===== src/rtl/rpm_pkg.sv =====
package rpm_pkg;

  // Three upper address lines select one of eight 8K windows / slots.
  localparam int PAGE_W = 3;
  localparam int NUM_PAGES = 1 << PAGE_W;

  typedef logic [PAGE_W-1:0] slot_t;

  // Logical page number to physical 8K slot inside one 64K set.
  // Slot 0 belongs to the OS image, so pages are pushed up by one,
  // except that pages 0 and 1 trade places.
  function automatic slot_t page_to_slot(input slot_t pg);
    slot_t r;
    if (pg == slot_t'(0))      r = slot_t'(2);
    else if (pg == slot_t'(1)) r = slot_t'(1);
    else                       r = pg + slot_t'(1);
    return r;
  endfunction

endpackage


===== src/rtl/rpm_set_sync.sv =====
module rpm_set_sync #(
  parameter int STAGES = 2
) (
  input  logic clk,
  input  logic rst_n,
  input  logic sw_in,
  output logic set_o
);

  logic [STAGES-1:0] sync_q;
  logic              set_q;

  // Free-running synchronizer; it must keep sampling during reset.
  always_ff @(posedge clk) begin
    sync_q <= {sync_q[STAGES-2:0], sw_in};
  end

  // Set choice is frozen at the synchronized level seen during reset.
  always_ff @(posedge clk) begin
    if (!rst_n) set_q <= sync_q[STAGES-1];
  end

  assign set_o = set_q;

endmodule


===== src/rtl/rpm_page_reg.sv =====
module rpm_page_reg
  import rpm_pkg::*;
(
  input  logic        clk,
  input  logic        rst_n,
  input  logic        wr,
  input  logic [3:0]  d,
  output logic        ctl_o,
  output slot_t       page_o
);

  logic  ctl_q;
  slot_t page_q;

  always_ff @(posedge clk) begin
    if (!rst_n) begin
      ctl_q  <= 1'b0;
      page_q <= '0;
    end else if (wr) begin
      ctl_q  <= d[3];
      page_q <= d[2:0];
    end
  end

  assign ctl_o  = ctl_q;
  assign page_o = page_q;

endmodule


===== src/rtl/rpm_window_decode.sv =====
module rpm_window_decode
  import rpm_pkg::*;
#(
  parameter logic [NUM_PAGES-1:0] BLOCK_MASK = 8'b1000_0100
) (
  input  logic        [PAGE_W-1:0] a_hi,
  input  logic                     mem_rd,
  input  logic                     mem_wr,
  input  logic                     ctl,
  input  slot_t                    page,
  input  logic                     set,
  output logic        [PAGE_W:0]   rom_a,
  output logic                     rom_en
);

  localparam slot_t OS_SLOT = '0;

  slot_t                slot_tab [NUM_PAGES];
  logic [NUM_PAGES-1:0] open_tab;

  for (genvar p = 0; p < NUM_PAGES; p++) begin : g_page
    assign slot_tab[p] = page_to_slot(slot_t'(p));
    assign open_tab[p] = ~BLOCK_MASK[p];
  end

  logic  rd_ok;
  logic  low16k;
  logic  in_paged;
  logic  en_c;
  slot_t slot_c;

  assign rd_ok    = mem_rd & ~mem_wr & ~ctl;
  assign low16k   = (a_hi[PAGE_W-1:1] == '0);
  assign in_paged = a_hi[0];

  always_comb begin
    en_c   = 1'b0;
    slot_c = OS_SLOT;
    if (rd_ok && low16k) begin
      if (!in_paged) begin
        en_c   = 1'b1;
        slot_c = OS_SLOT;
      end else if (open_tab[page]) begin
        en_c   = 1'b1;
        slot_c = slot_tab[page];
      end
    end
  end

  assign rom_en = en_c;
  assign rom_a  = {set, slot_c};

endmodule


===== src/rtl/rom_page_mapper.sv =====
module rom_page_mapper
  import rpm_pkg::*;
#(
  parameter int                   SYNC_STAGES = 2,
  parameter logic [NUM_PAGES-1:0] BLOCK_MASK  = 8'b1000_0100
) (
  input  logic              clk,
  input  logic              rst_n,
  input  logic [PAGE_W-1:0] cpu_a_hi,
  input  logic              mem_rd,
  input  logic              mem_wr,
  input  logic              port_wr,
  input  logic [3:0]        port_d_hi,
  input  logic              set_sw,
  output logic [PAGE_W:0]   rom_a,
  output logic              rom_en
);

  logic  set_q;
  logic  ctl_q;
  slot_t page_q;

  rpm_set_sync #(.STAGES(SYNC_STAGES)) u_sync (
    .clk   (clk),
    .rst_n (rst_n),
    .sw_in (set_sw),
    .set_o (set_q)
  );

  rpm_page_reg u_preg (
    .clk    (clk),
    .rst_n  (rst_n),
    .wr     (port_wr),
    .d      (port_d_hi),
    .ctl_o  (ctl_q),
    .page_o (page_q)
  );

  rpm_window_decode #(.BLOCK_MASK(BLOCK_MASK)) u_dec (
    .a_hi   (cpu_a_hi),
    .mem_rd (mem_rd),
    .mem_wr (mem_wr),
    .ctl    (ctl_q),
    .page   (page_q),
    .set    (set_q),
    .rom_a  (rom_a),
    .rom_en (rom_en)
  );

endmodule


===== config.mk =====
export PLATFORM = sky130hd
export DESIGN_NAME = rom_page_mapper
export DESIGN_NICKNAME = d
export VERILOG_FILES = /design/src/rtl/rpm_pkg.sv /design/src/rtl/rpm_set_sync.sv /design/src/rtl/rpm_page_reg.sv /design/src/rtl/rpm_window_decode.sv /design/src/rtl/rom_page_mapper.sv
export SDC_FILE = /design/constraint.sdc
export NUM_CORES = 1
export LEC_CHECK = 0
export BUFFER_PORTS_ARGS = -buffer_cell sky130_fd_sc_hd__buf_2
export CORE_AREA = 5 5 42 44
export DETAILED_ROUTE_END_ITERATION = 8
export DIE_AREA = 0 0 47 49
export MAX_ROUTING_LAYER = met4
export PLACE_DENSITY_LB_ADDON = 0.15
export SETUP_SLACK_MARGIN = 0.2
export SLEW_MARGIN = 20
export SYNTH_ARGS = -nofsm -noshare
export SYNTH_HDL_FRONTEND = slang
export SYNTH_HIERARCHICAL = 1
export SYNTH_SLANG_ARGS = --single-unit

===== constraint.sdc =====
create_clock -name clk -period 1.6 [get_ports clk]
set_clock_uncertainty 0.2 [all_clocks]
set_input_delay 0.32 -clock clk [delete_from_list [all_inputs] [get_ports clk]]
set_output_delay 0.32 -clock clk [all_outputs]
set_load 0.05 [all_outputs]

==> flow_metrics.py <==
metrics = {
    "run_status": {
        "status": "finished with violations",
        "violations": "negative setup slack",
    },
    "sta": {
        "hold_viol_final": 0,
        "hold_slack_ns": 0.125,
        "tightest_slew_ns": 0.298,
        "grt_setup_unrepaired": "yes",
        "clock.fmax_ghz": 0.491,
        "slew_viol_final": 0,
        "finalSetupTns_ns": -1.57,
        "period_needed_ns": 2.04,
        "finalSetupViolations": 4,
        "worst_slack_ns": -0.436,
        "max_slew_margin_pct": 80.0,
        "period_share_pct": 127,
    },
    "power": {
        "power_frac_comb_pct": 24.4,
        "p_sw_share_pct": 25.9,
        "ir_drop_mv": 0.384,
        "p_seq_share_pct": 42.7,
        "power.switching_mw": 0.120,
        "pwr-share-clk_pct": 32.9,
        "p_int_mw": 0.343,
        "power_density_nw_per_um2": 656,
        "leakagePower_nw": 0.308,
    },
    "synthesis": {
        "synth_cells": 38,
        "synth_top_area_share_pct": 29.4,
        "synth-xor-area-share_pct": 0,
        "synth_common_cells": "dfxtp_1 (6), ha_1 (5), mux2i_1 (5), nor2b_1 (5)",
        "synth_flop_cell": "dfxtp_1",
        "synth_top_family_by_area": "simple AND/OR/NAND/NOR gates",
        "yosys.cell_count.top_type": "dfxtp_1",
        "synthAdderAreaFrac_pct": 15.3,
        "ys_ff_latch": 7,
        "synth.largest_area_cell": "dfxtp_1",
        "ys_top_cells_by_area": "dfxtp_1 (29%), ha_1 (15%), mux2i_1 (12%)",
        "yosys.area_share.simple_pct": 20.6,
        "async_flop_share_pct": 0,
        "synth.avg_cell_area_um2": 10.7,
        "synthesis.area_um2": 408,
        "yosys_warnings": 6,
        "synthMuxAreaShare_pct": 12.3,
        "synth_compound_area_share_pct": 6.75,
        "synth_cell_types": 15,
        "synth_edf_count": 1,
        "yosysSeqAreaShare_pct": 36.8,
        "synth_nets": 56,
    },
    "clock_network": {
        "cts_root_buf": "clkbuf_4",
        "clockBufferDepth": 2,
        "cts.htree.levels": 1,
        "cts_buffers": 3,
        "tritoncts": "built",
        "clock_sinks": 7,
        "clk_pin_slew_worst_paths_ns": 0.05,
        "clk_latency_ns": 0.24,
    },
    "setup_path": {
        "cp_max_fo": 5,
        "path_class": "reg -> out",
        "cp.depth": 6,
        "crit_path_end": "rom_en",
        "max_stage_delay_ns": 0.38,
        "reg2reg_from": "u_preg/page_o[2]$_SDFFE_PN0P_",
        "worst_setup_path_start_kind": "register",
        "path_cells": "ha_2 > mux2i_4 > buf_4 > buf_6 > o211a_4 > buf_8",
        "rr_endpoint": "u_preg/page_o[2]$_SDFFE_PN0P_",
        "worstSetupEndpointType": "output port",
        "cp.required_ns": 1.08,
        "rr_worst_depth": 3,
        "critPathArrivalTime_ns": 1.52,
        "critical_path.slowest_cell": "dfxtp_4",
        "startpoint": "u_preg/page_o[1]$_SDFFE_PN0P_",
        "cp_num_buf_inv": 3,
        "rrSetupSlack_ns": 0.59,
        "crit_family": "flip-flops",
    },
    "global_routing": {
        "grt_usage_pct": 9.45,
        "grt_overflow": 0,
        "grt_max_degree": 7,
        "antenna_found_initial": 0,
        "grt_pass1_wl_um": 1550,
        "first_global_vias": 384,
    },
    "placement": {
        "dpl.hpwl_um": 671,
        "routabilityCongestion": 0.657,
        "port_buffers": 17,
    },
    "finish": {
        "num-fill-cells": 142,
        "diodes": 0,
        "fin_nets": 85,
        "syn_to_final_growth_pct": 73.0,
        "drive_gt1_share_pct": 66.7,
    },
    "routing": {
        "wl_um": 844,
        "detailroute.via_count": 347,
        "routedWlPerCell_um": 10.3,
        "drtAntennaViolNets": 0,
        "drt-initial-drc-count": 2,
        "viasPerCell": 4.23,
        "first_pass_iters": 3,
        "drc": 0,
    },
    "die": {
        "die_h_um": 49,
        "die_area_um2": 2300,
        "initial_core_util_pct": 29.1,
        "fp.dieW_um": 47,
        "num_rows": 14,
        "io_pins": 18,
        "core_area_um2": 1400,
    },
    "job": {
        "maxCapViolations": 0,
    },
    "worst_hold_path": {
        "hold_start": "u_sync/sync_q[0]$_DFF_P_",
        "hold_class": "reg -> reg",
    },
}
-- power by group through the flow --
| stage | combinational [mW] | sequential, mW | clock, mW |
|---|---|---|---|
| 6_report | 0.113 | 0.198 | 0.152 |
| 3_5_place_dp | 0.0959 | 0.203 | 0 |
| 3_3_place_gp | 0.0947 | 0.202 | 0 |
| 5_1_grt | 0.124 | 0.199 | 0.175 |
| 2_1_floorplan | 0.0563 | 0.203 | 0 |
| 4_1_cts | 0.111 | 0.198 | 0.162 |
-- cells in the final DEF (no fill, tap or decap), drive strengths merged --
master and n:
o211a 1, nor2 4, o21ai 1, nor2b 5, edfxtp 1, dfxtp 6, dlygate4sd3 1, ha 5
nand4 1, clkbuf 4, nand2 1, mux2i 5, buf 25, inv 4, nor4 1, a211oi 1
-- area by class of cell --
| class | instances | area, um2 | area share, % |
|---|---|---|---|
| timing repair buffer | 26 | 188 | 26.6 |
| inverter | 4 | 17.5 | 2.48 |
| sequential | 7 | 159 | 22.5 |
| tap | 16 | 20.0 | 2.84 |
| clock buffer | 4 | 26.3 | 3.72 |
| multi-input combinational | 25 | 295 | 41.8 |
-- registers in the layout, indices dropped and copies added (netlist names) --
register       cells
u_sync/sync_q      2
u_preg/ctl_o       1
u_sync/set_o       1
u_preg/page_o      3
-- worst register-to-register path, stage by stage (launching register included) --
cell,delay [ns]
dfxtp_2,0.33
buf_4,0.16
mux2i_1,0.15
nor2b_1,0.06
-- cell families (layout without fill, tap and decap cells) --
family | after synthesis | after routing
AOI/OAI and AO/OA | 3 | 3
adders and majority gates | 5 | 5
muxes | 5 | 5
buffers and inverters | 6 | 34
and+or+nand+nor | 12 | 12
DFF | 7 | 7
-- routing by layer --
metal  vias up  GRT usage [%]  wire length, um
li1        181              -                -
met1       156           10.8              327
met2        10           15.2              473
met3         0           1.11               44
met4         0           5.53                0
met5         -              -                0
-- worst min path at each step --
stage | end | slack, ns | cells after the start
CTS | u_preg/page_o[1]$_SDFFE_PN0P_ | 0.12 | 3
global route | u_sync/sync_q[1]$_DFF_P_ | 0.14 | 0
global placement | u_sync/sync_q[1]$_DFF_P_ | 0.11 | 0
finish | u_sync/sync_q[1]$_DFF_P_ | 0.12 | 0
floorplan | u_sync/sync_q[1]$_DFF_P_ | 0.11 | 0
detailed placement | u_sync/sync_q[1]$_DFF_P_ | 0.12 | 0
-- repair_timing --
item	in CTS	in global routing
resized for setup	17	1
endpoints found under the setup margin	4	4
hold buffers	1	0
hold endpoints to repair	1	0
pin swaps	3	2
setup buffers	1	0
-- metrics by stage --
| stage | instance area [um2] | instances | worst slack, ns | power [mW] | utilization [%] |
|---|---|---|---|---|---|
| floorplan | 459 | 38 | -0.344 | 0.259 | - |
| global placement | 598 | 76 | -0.369 | 0.297 | 42.7 |
| detailed placement | 598 | 76 | -0.430 | 0.299 | 42.7 |
| CTS | 703 | 82 | -0.467 | 0.471 | 50.2 |
| global route | 706 | 82 | -0.494 | 0.498 | 50.4 |
| finish | 706 | 82 | -0.436 | 0.463 | 50.4 |
Power figures use the tool's default switching activity.
